File: config.mk
export PLATFORM = sky130hd
export DESIGN_NAME = idx_dma_chan
export DESIGN_NICKNAME = d
export VERILOG_FILES = /design/src/rtl/idma_pkg.sv /design/src/rtl/dma_addr_unit.sv /design/src/rtl/dma_seq_ctrl.sv /design/src/rtl/idx_dma_chan.sv
export SDC_FILE = /design/constraint.sdc
export NUM_CORES = 1
export LEC_CHECK = 0
export BUFFER_PORTS_ARGS = -buffer_cell sky130_fd_sc_hd__buf_2
export CAP_MARGIN = 10
export CORE_MARGIN = 5
export CORE_UTILIZATION = 50
export CTS_CLUSTER_SIZE = 30
export DETAILED_ROUTE_END_ITERATION = 16
export MAX_ROUTING_LAYER = met4
export PLACE_DENSITY_LB_ADDON = 0.2
export SLEW_MARGIN = 20
export SYNTH_ARGS = -nofsm -noshare
export SYNTH_HDL_FRONTEND = slang
export SYNTH_SLANG_ARGS = --single-unit
File: constraint.sdc
create_clock -name clk -period 4.8 [get_ports clk]
set_input_delay 0.24 -clock clk [delete_from_list [all_inputs] [get_ports clk]]
set_output_delay 0.24 -clock clk [all_outputs]
set_load 0.05 [all_outputs]
File: src/rtl/idma_pkg.sv
// Shared types for the indexed DMA channel.
// Assumes: a single channel; no arbitration sits inside this block.
package idma_pkg;
    typedef enum logic [1:0] {
        ST_IDLE = 2'd0,
        ST_RD   = 2'd1,
        ST_WR   = 2'd2
    } seq_state_t;
endpackage

File: src/rtl/dma_addr_unit.sv
// Source and destination address registers for one channel.
// The source steps by a signed element index or by a signed frame index.
// The destination steps by one element. All sums wrap at AW bits.
// Assumes: load has priority over step; step is a write acknowledge.
module dma_addr_unit #(
    parameter int AW         = 32,
    parameter int ELEM_BYTES = 8
) (
    input  logic          clk,
    input  logic          rst_n,
    input  logic          load,
    input  logic          step,
    input  logic          last_elem,
    input  logic [AW-1:0] src_start,
    input  logic [AW-1:0] dst_start,
    input  logic [AW-1:0] elem_idx,
    input  logic [AW-1:0] frame_idx,
    output logic [AW-1:0] src_addr,
    output logic [AW-1:0] dst_addr
);
    localparam logic [AW-1:0] DST_STEP = AW'(ELEM_BYTES);

    logic [AW-1:0] src_q, dst_q;

    // Load start addresses, or advance both addresses after a write acknowledge.
    always_ff @(posedge clk) begin
        if (!rst_n) begin
            src_q <= '0;
            dst_q <= '0;
        end else if (load) begin
            src_q <= src_start;
            dst_q <= dst_start;
        end else if (step) begin
            src_q <= src_q + (last_elem ? frame_idx : elem_idx);
            dst_q <= dst_q + DST_STEP;
        end
    end

    assign src_addr = src_q;
    assign dst_addr = dst_q;


    dst_step_chk: assert property (@(posedge clk) disable iff (!rst_n)
        (step && !load) |=> (dst_q == $past(dst_q) + DST_STEP));
endmodule

File: src/rtl/dma_seq_ctrl.sv
// Frame sequencer. It handles enable, pending requests, the read/write beat
// order, element and frame counting, interrupts and auto-init reload.
// Assumes: hw_req is sampled every cycle; the bus holds a beat until bus_ack.
module dma_seq_ctrl
    import idma_pkg::*;
#(
    parameter int ELEMS  = 2,
    parameter int FRAMES = 64
) (
    input  logic       clk,
    input  logic       rst_n,
    input  logic       en_set,
    input  logic       auto_init,
    input  logic       hw_req,
    input  logic       bus_ack,
    output seq_state_t state,
    output logic       step,
    output logic       last_elem,
    output logic       load,
    output logic       chan_en,
    output logic       irq_half,
    output logic       irq_done
);
    localparam int EW   = (ELEMS > 1) ? $clog2(ELEMS) : 1;
    localparam int FW   = $clog2(FRAMES + 1);
    localparam int HALF = FRAMES / 2;

    seq_state_t    state_q, state_d;
    logic [EW-1:0] elem_q;
    logic [FW-1:0] frame_q, frame_nxt;
    logic          chan_en_q, pend_q;
    logic          irq_half_q, irq_done_q;
    logic          frame_end, block_end, en_take, keep_on;

    assign step      = (state_q == ST_WR) && bus_ack;
    assign last_elem = (elem_q == EW'(ELEMS - 1));
    assign frame_end = step && last_elem;
    assign frame_nxt = frame_q + 1'b1;
    assign block_end = frame_end && (frame_nxt == FW'(FRAMES));
    assign en_take   = en_set && !chan_en_q;
    assign load      = en_take || (block_end && auto_init);
    assign keep_on   = chan_en_q && !(block_end && !auto_init);

    // Next beat: start a frame from idle, alternate read and write, chain a pending frame.
    always_comb begin
        state_d = state_q;
        case (state_q)
            ST_IDLE: if (chan_en_q && (hw_req || pend_q)) state_d = ST_RD;
            ST_RD:   if (bus_ack) state_d = ST_WR;
            ST_WR: begin
                if (bus_ack) begin
                    if (!last_elem)                      state_d = ST_RD;
                    else if (keep_on && (hw_req || pend_q)) state_d = ST_RD;
                    else                                 state_d = ST_IDLE;
                end
            end
            default: state_d = ST_IDLE;
        endcase
    end

    // State, counters, enable and the pending-request flag.
    always_ff @(posedge clk) begin
        if (!rst_n) begin
            state_q   <= ST_IDLE;
            elem_q    <= '0;
            frame_q   <= '0;
            chan_en_q <= 1'b0;
            pend_q    <= 1'b0;
        end else begin
            state_q <= state_d;
            if (en_take) begin
                chan_en_q <= 1'b1;
                frame_q   <= '0;
                elem_q    <= '0;
            end else begin
                if (block_end && !auto_init) chan_en_q <= 1'b0;
                if (step) elem_q <= last_elem ? '0 : elem_q + 1'b1;
                if (frame_end) frame_q <= block_end ? '0 : frame_nxt;
            end
            if (!keep_on || state_q == ST_IDLE || frame_end) pend_q <= 1'b0;
            else if (hw_req)                                    pend_q <= 1'b1;
        end
    end

    // One-cycle interrupt pulses registered from the frame-completion event.
    always_ff @(posedge clk) begin
        if (!rst_n) begin
            irq_half_q <= 1'b0;
            irq_done_q <= 1'b0;
        end else begin
            irq_half_q <= frame_end && (frame_nxt == FW'(HALF));
            irq_done_q <= block_end;
        end
    end

    assign state    = state_q;
    assign chan_en  = chan_en_q;
    assign irq_half = irq_half_q;
    assign irq_done = irq_done_q;


    off_idle_chk: assert property (@(posedge clk) disable iff (!rst_n)
        !chan_en_q |-> (state_q == ST_IDLE));

    irq_excl_chk: assert property (@(posedge clk) disable iff (!rst_n)
        $onehot0({irq_half_q, irq_done_q}));

    frame_range_chk: assert property (@(posedge clk) disable iff (!rst_n)
        frame_q < FW'(FRAMES));

    done_rewind_chk: assert property (@(posedge clk) disable iff (!rst_n)
        irq_done_q |-> (frame_q == '0));
endmodule

File: src/rtl/idx_dma_chan.sv
// Top of one indexed-source DMA channel. It joins the sequencer and the
// address unit, latches read data for the write beat and drives the bus port.
// Assumes: the peripheral window is readable at the indexed addresses and the
// bus returns read data in the cycle bus_ack is high.
module idx_dma_chan
    import idma_pkg::*;
#(
    parameter int ADDR_W           = 32,
    parameter int DATA_W           = 64,
    parameter int ELEMS_PER_FRAME  = 2,
    parameter int FRAMES_PER_BLOCK = 64
) (
    input  logic              clk,
    input  logic              rst_n,
    input  logic              cfg_enable_set,
    input  logic              cfg_auto_init,
    input  logic [ADDR_W-1:0] cfg_src_start,
    input  logic [ADDR_W-1:0] cfg_dst_start,
    input  logic [ADDR_W-1:0] cfg_elem_idx,
    input  logic [ADDR_W-1:0] cfg_frame_idx,
    input  logic              hw_req,
    output logic              bus_req,
    output logic              bus_we,
    output logic [ADDR_W-1:0] bus_addr,
    output logic [DATA_W-1:0] bus_wdata,
    input  logic [DATA_W-1:0] bus_rdata,
    input  logic              bus_ack,
    output logic              chan_en,
    output logic              irq_half,
    output logic              irq_done
);
    localparam int ELEM_BYTES = DATA_W / 8;

    seq_state_t        state;
    logic              step, last_elem, load;
    logic [ADDR_W-1:0] src_addr, dst_addr;
    logic [DATA_W-1:0] rd_buf;

    dma_seq_ctrl #(
        .ELEMS  (ELEMS_PER_FRAME),
        .FRAMES (FRAMES_PER_BLOCK)
    ) u_ctrl (
        .clk       (clk),
        .rst_n     (rst_n),
        .en_set    (cfg_enable_set),
        .auto_init (cfg_auto_init),
        .hw_req    (hw_req),
        .bus_ack   (bus_ack),
        .state     (state),
        .step      (step),
        .last_elem (last_elem),
        .load      (load),
        .chan_en   (chan_en),
        .irq_half  (irq_half),
        .irq_done  (irq_done)
    );

    dma_addr_unit #(
        .AW         (ADDR_W),
        .ELEM_BYTES (ELEM_BYTES)
    ) u_addr (
        .clk       (clk),
        .rst_n     (rst_n),
        .load      (load),
        .step      (step),
        .last_elem (last_elem),
        .src_start (cfg_src_start),
        .dst_start (cfg_dst_start),
        .elem_idx  (cfg_elem_idx),
        .frame_idx (cfg_frame_idx),
        .src_addr  (src_addr),
        .dst_addr  (dst_addr)
    );

    // Hold the element returned by the read beat for the write beat.
    always_ff @(posedge clk) begin
        if (!rst_n)                          rd_buf <= '0;
        else if (state == ST_RD && bus_ack) rd_buf <= bus_rdata;
    end

    assign bus_req   = (state != ST_IDLE);
    assign bus_we    = (state == ST_WR);
    assign bus_addr  = bus_we ? dst_addr : src_addr;
    assign bus_wdata = rd_buf;


    beat_hold_chk: assert property (@(posedge clk) disable iff (!rst_n)
        (bus_req && !bus_ack) |=> (bus_req && $stable(bus_we) && $stable(bus_addr)
                                   && $stable(bus_wdata)));
endmodule

# After elaboration in Yosys (flattened, before gate mapping)
# Index checks and enable logic that the tools add are counted.
# totals
input_bits	198
elab_cells	64
ff_bits	142
out_inout_bits	101
# classes
n_reduce_logical	26
eq_ne	7
n_mux	16
add_sub_neg	4
bitwise	1
# op_table
operator	count
2-to-1 mux 32 bit	6
adder 32 bit	1
adder 32 x 4 -> 32 bit, second input constant	1
logical AND 1 bit	11
2-to-1 mux 2 bit	4
adder 7 x 1 -> 7 bit, second input constant	1
== test 7 x 6 -> 1 bit, second input constant	1
== test 7 bit, second input constant	1
2-to-1 mux 7 bit	1
one-hot mux 2 bit (3 select lines)	1
nonzero test 2 bit	3
logical NOT 1 bit	4
logical OR 1 bit	4
2-to-1 mux 1 bit	4
!= test 2 x 1 -> 1 bit, second input constant	2
OR reduction 2 bit	2
AND reduction 3 bit	1
== test 2 x 1 -> 1 bit, second input constant	1
== test 2 bit, second input constant	1
logical NOT 2 bit	1
!= test 2 bit, second input constant	1
adder 1 bit, second input constant	1
NOT 1 bit	1

# Longest topological paths before layout
# logic_depth
word_depth	12
ltp_mapped	14
depth_no_buf	13

# Modules after synthesis
# A second synthesis with hierarchy kept.
# hier_totals
hier_cells	1061
area_unflattened_um2	9008.6
# modules_own_cells
module	n_inst	seq_area_each_um2	area_each_um2	cells_each
dma_addr_unit	1	1281.2	5163.7	662
idx_dma_chan	1	1281.2	3125.5	316
dma_seq_ctrl	1	280.3	719.4	83

# Worst setup path after synthesis
# Ideal clock, no wire load.
# synth_timing
path_type	flip-flop to flip-flop
from	register u_ctrl.elem_q (netlist: u_ctrl.last_elem)
to	register u_addr.src_q[29] (netlist: u_addr.src_addr[29])
arrival_ps	3243
stages_incl_launch_ff	14
path_buffers	2
period_less_slack_ps	3365
setup_time_ps	123
required_time_ps	4677
setup_slack_ps	1435
path_cell_list	dfxtp_1 -> buf_2 -> buf_1 -> mux2_2 -> ha_1 -> a21o_1 -> a21oi_1 -> nor2b_1 -> or4_1 -> nor3_2 -> nor4_1 -> a2111oi_4 -> mux2i_1 -> nand3_1
# synth_via
elab_chain_cells	5
word_cells_on_any_way	9
cone_classes	1 x add/sub; 3 x mux; 5 x reduce/logical
# synth_lines
item	line	source
start, declared	dma_seq_ctrl.sv:29	logic [EW-1:0] elem_q;
start signal, assigned	dma_seq_ctrl.sv:77	if (step) elem_q <= last_elem ? '0 : elem_q + 1'b1;
parallel branches: the longest is 5 deep, another holds adder 32 bit	--	
end signal, assigned	dma_addr_unit.sv:31	src_q <= src_start;
end signal, assigned	dma_addr_unit.sv:34	src_q <= src_q + (last_elem ? frame_idx : elem_idx);
end, declared	dma_addr_unit.sv:23	logic [AW-1:0] src_q, dst_q;
# Several ways; the timed one is not identified. The select of a mux whose other input is x is not followed.
# A chain may end at the register's enable or synchronous reset.

# Worst setup path after layout
# layout_timing
from	register u_ctrl.elem_q (netlist: u_ctrl.last_elem)
to	register u_addr.src_q[31] (netlist: u_addr.src_addr[31])
# Same word-level chain as after synthesis.

==> flow_summary_export.csv <==
group,metric,value,unit
layout,seqCellArea,0.002844,sq mm
synth,yosys.cell_count.top_type,"nand2_1",
synth,synthCells,1027,
synth,synth_common_cells,"259 x nand2_1, 142 x dfxtp_1, 65 x a21boi_0",
layout,area_growth,26.52,%
layout,multi_input_area,0.005365,sq mm
clock_network,cts_root_buf,"clkbuf_16",
grt,grt_pass1_vias,8183,
placed_design,dp_slack,1098,ps
synth,synth-adder-area-share,5.259,%
timing,fin_tns_setup,0,ps
placed_design,dp_hpwl,20010,um
synth,ys_types,65,
synth,ys_seq_elements,142,
power,finalPower,3.409,mW
synth,netlist.top_cell.by_area,"dfxtp_1",
clock_network,clkLatencyLatePin,430,ps
placed_design,dpl_cell_area,0.01011,sq mm
layout,stdcell_area,0.01072,sq mm
routing,postRouteAntennaNets,0,
job,maxCapViolations,0,
synth,synth_mux_area_share,8.701,%
synth,async_flop_share,0,%
timing,post-route-period-util,77.41,%
synth,synth_top_family_by_area,"compound AO/OA/AOI/OAI gates",
routing,drtPass1Iterations,5,
timing,final_hold_viol_count,0,
routing,drt_iter0_drc,505,
die,die_y,140.2,um
routing,vias_per_cell,5.470,
run_status,outcome,"finished, final reports clean",
synth,ys.flop_type,"dfxtp_1",
clock_network,cts_sinks,142,
layout,drive_gt1_share,31.93,%
grt,grt.total_usage,26.90,%
synth,synth_area,0.008469,sq mm
timing,slew_viol_final,0,
grt,grt_max_degree,79,
timing,fmax,269.1,MHz
critical_path,cp_max_fo,21,
routing,wl_per_cell,17.30,um
routing,post-route-drc-count,0,
placed_design,place_congestion,0.9191,
layout,nets,1529,
synth,synth_warnings,0,
clock_network,htreeDepth,4,
critical_path,crit_type,"reg2reg",
critical_path,worstSetupEndpointType,"flip-flop",
hold_path,hp-class,"in2reg",
die,dieArea,0.01964,sq mm
synth,synthTopCellsByArea,"dfxtp_1 34%, nand2_1 11%, mux2_2 8.1%",
synth,synth_edf_count,0,
synth,synth_area_per_cell,8.247,sq um
synth,synthXorXnorAreaFrac,5.377,%
clock_network,cts_setup_buffers,0,
critical_path,required,5150,ps
clock_network,clk_path_buf_depth,2,
routing,via_count,8380,
die,rows,47,
placed_design,portBuffers,298,
routing,wl,26500,um
power,peakVddDrop,0.2683,mV
clock_network,clk_pin_slew,70,ps
die,fp.dieW,140.2,um
critical_path,crit_path_start_kind,"flip-flop",
clock_network,cts_tree,"built",
die,coreArea,0.01658,sq mm
timing,worst_slew_pin_slew,753.7,ps
timing,finClkSkew,13.58,ps
die,io_pins,299,
critical_path,critical_path_arrival,4060,ps
timing,grt_setup_unrepaired,"false",
timing,slew_headroom,49.37,%
grt,antenna_found_initial,3,
synth,synthesis.nets,1260,
power,p_per_area,318.2,mW/mm^2
clock_network,cts_buffers,17,
layout,fill_cells,1482,
power,power_leakage,5.115,nW
grt,grt_pass1_wl,42030,um
timing,layout_setup_ws,1084,ps
clock_network,post_cts_resize_count,0,
synth,yosys.area_share.simple,20.83,%
synth,synth_top_cell_area_share,33.56,%
timing,period_minus_slack,3716,ps
synth,ys_seq_area_share,33.56,%
die,initial_utilization,51.07,%
synth,synth_compound_area_share,22.97,%
grt,overflow,0,
timing,setup_violations,0,
clock_network,hold_buffers,0,
-- critical path, stage by stage (launching register included) --
cell and delay, ps:
dfxtp_2 690, buf_4 340, mux2_2 360, ha_1 350, and3_1 300, nand4_2 170
o2bb2ai_1 250, nor3_2 100, o31ai_2 320, a31oi_1 190, or3_1 380, o211ai_1 180
-- where the power goes --
group / leakage, nW / switching, mW / internal [mW]
clock network: 0.298 / 0.561 / 0.790
logic: 3.66 / 0.468 / 0.294
registers: 1.16 / 0.0577 / 1.24
total: 5.12 / 1.09 / 2.32
-- layer usage --
metal  vias to the layer above  GRT usage [%]  routed length [um]
met4                         0          9.893                 757
met2                       327          44.00               12870
li1                       4163              -                   -
met1                      3835          33.58               11240
met3                        55          4.329                1625
met5                         -              -                   0
-- flip-flops by register name (all words and copies together) (netlist names), 2 cells and up --
register,count
bus_wdata,64
u_addr.dst_addr,32
u_addr.src_addr,32
u_ctrl.frame_q,7
u_ctrl.state,2
-- cell usage in the layout (no fill, tap or decap), drive strengths merged, types with 18 or more instances in the layout --
cell	instances
xor2	31
mux2	61
xnor2	21
nor2	25
o211a	39
nand2	259
clkbuf	18
a21oi	41
dfxtp	142
ha	34
a21boi	70
o21ai	48
nand3	28
buf	308
inv	18
-- stage by stage --
step | util, % | instances | hold slack [ps]
final | 64.61 | 1532 | 43.47
after floorplan | - | 1027 | 374.9
after detailed placement | 60.96 | 1497 | 447.6
after global routing | 64.61 | 1532 | 34.69
after CTS | 64.57 | 1529 | 36.55
after global placement | 60.96 | 1497 | 436.3
-- cells by family (layout without fill, tap and decap cells) --
| kind of cell | count (synthesis) | count (layout) |
|---|---|---|
| xor+xnor | 52 | 52 |
| mux | 66 | 66 |
| buf+inv | 73 | 355 |
| other cells | 0 | 3 |
| flops | 142 | 142 |
| simple gates | 393 | 393 |
| fa+ha+maj | 35 | 35 |
| compound gates | 266 | 266 |
-- layout make-up --
class | count | area share (%)
multi-input cells | 812 | 50.07
flip-flops and latches | 142 | 26.54
repair buffers | 308 | 14.64
clock buffers | 18 | 4.099
well taps | 220 | 2.569
clock inverters | 14 | 1.483
inverters | 15 | 0.5255
diodes | 3 | 0.07006
-- final timing paths --
check	endpoint	start	slack, ps	cells past startpoint
setup reg to reg	u_addr.src_addr[31]	u_ctrl.last_elem	1080	11
setup / recovery	u_addr.src_addr[31]	u_ctrl.last_elem	1080	11
hold reg to reg	u_addr.dst_addr[0]	u_addr.dst_addr[0]	450	2
hold / removal	u_addr.src_addr[13]	cfg_src_start[13]	40	2
Power figures use the tool's default switching activity.
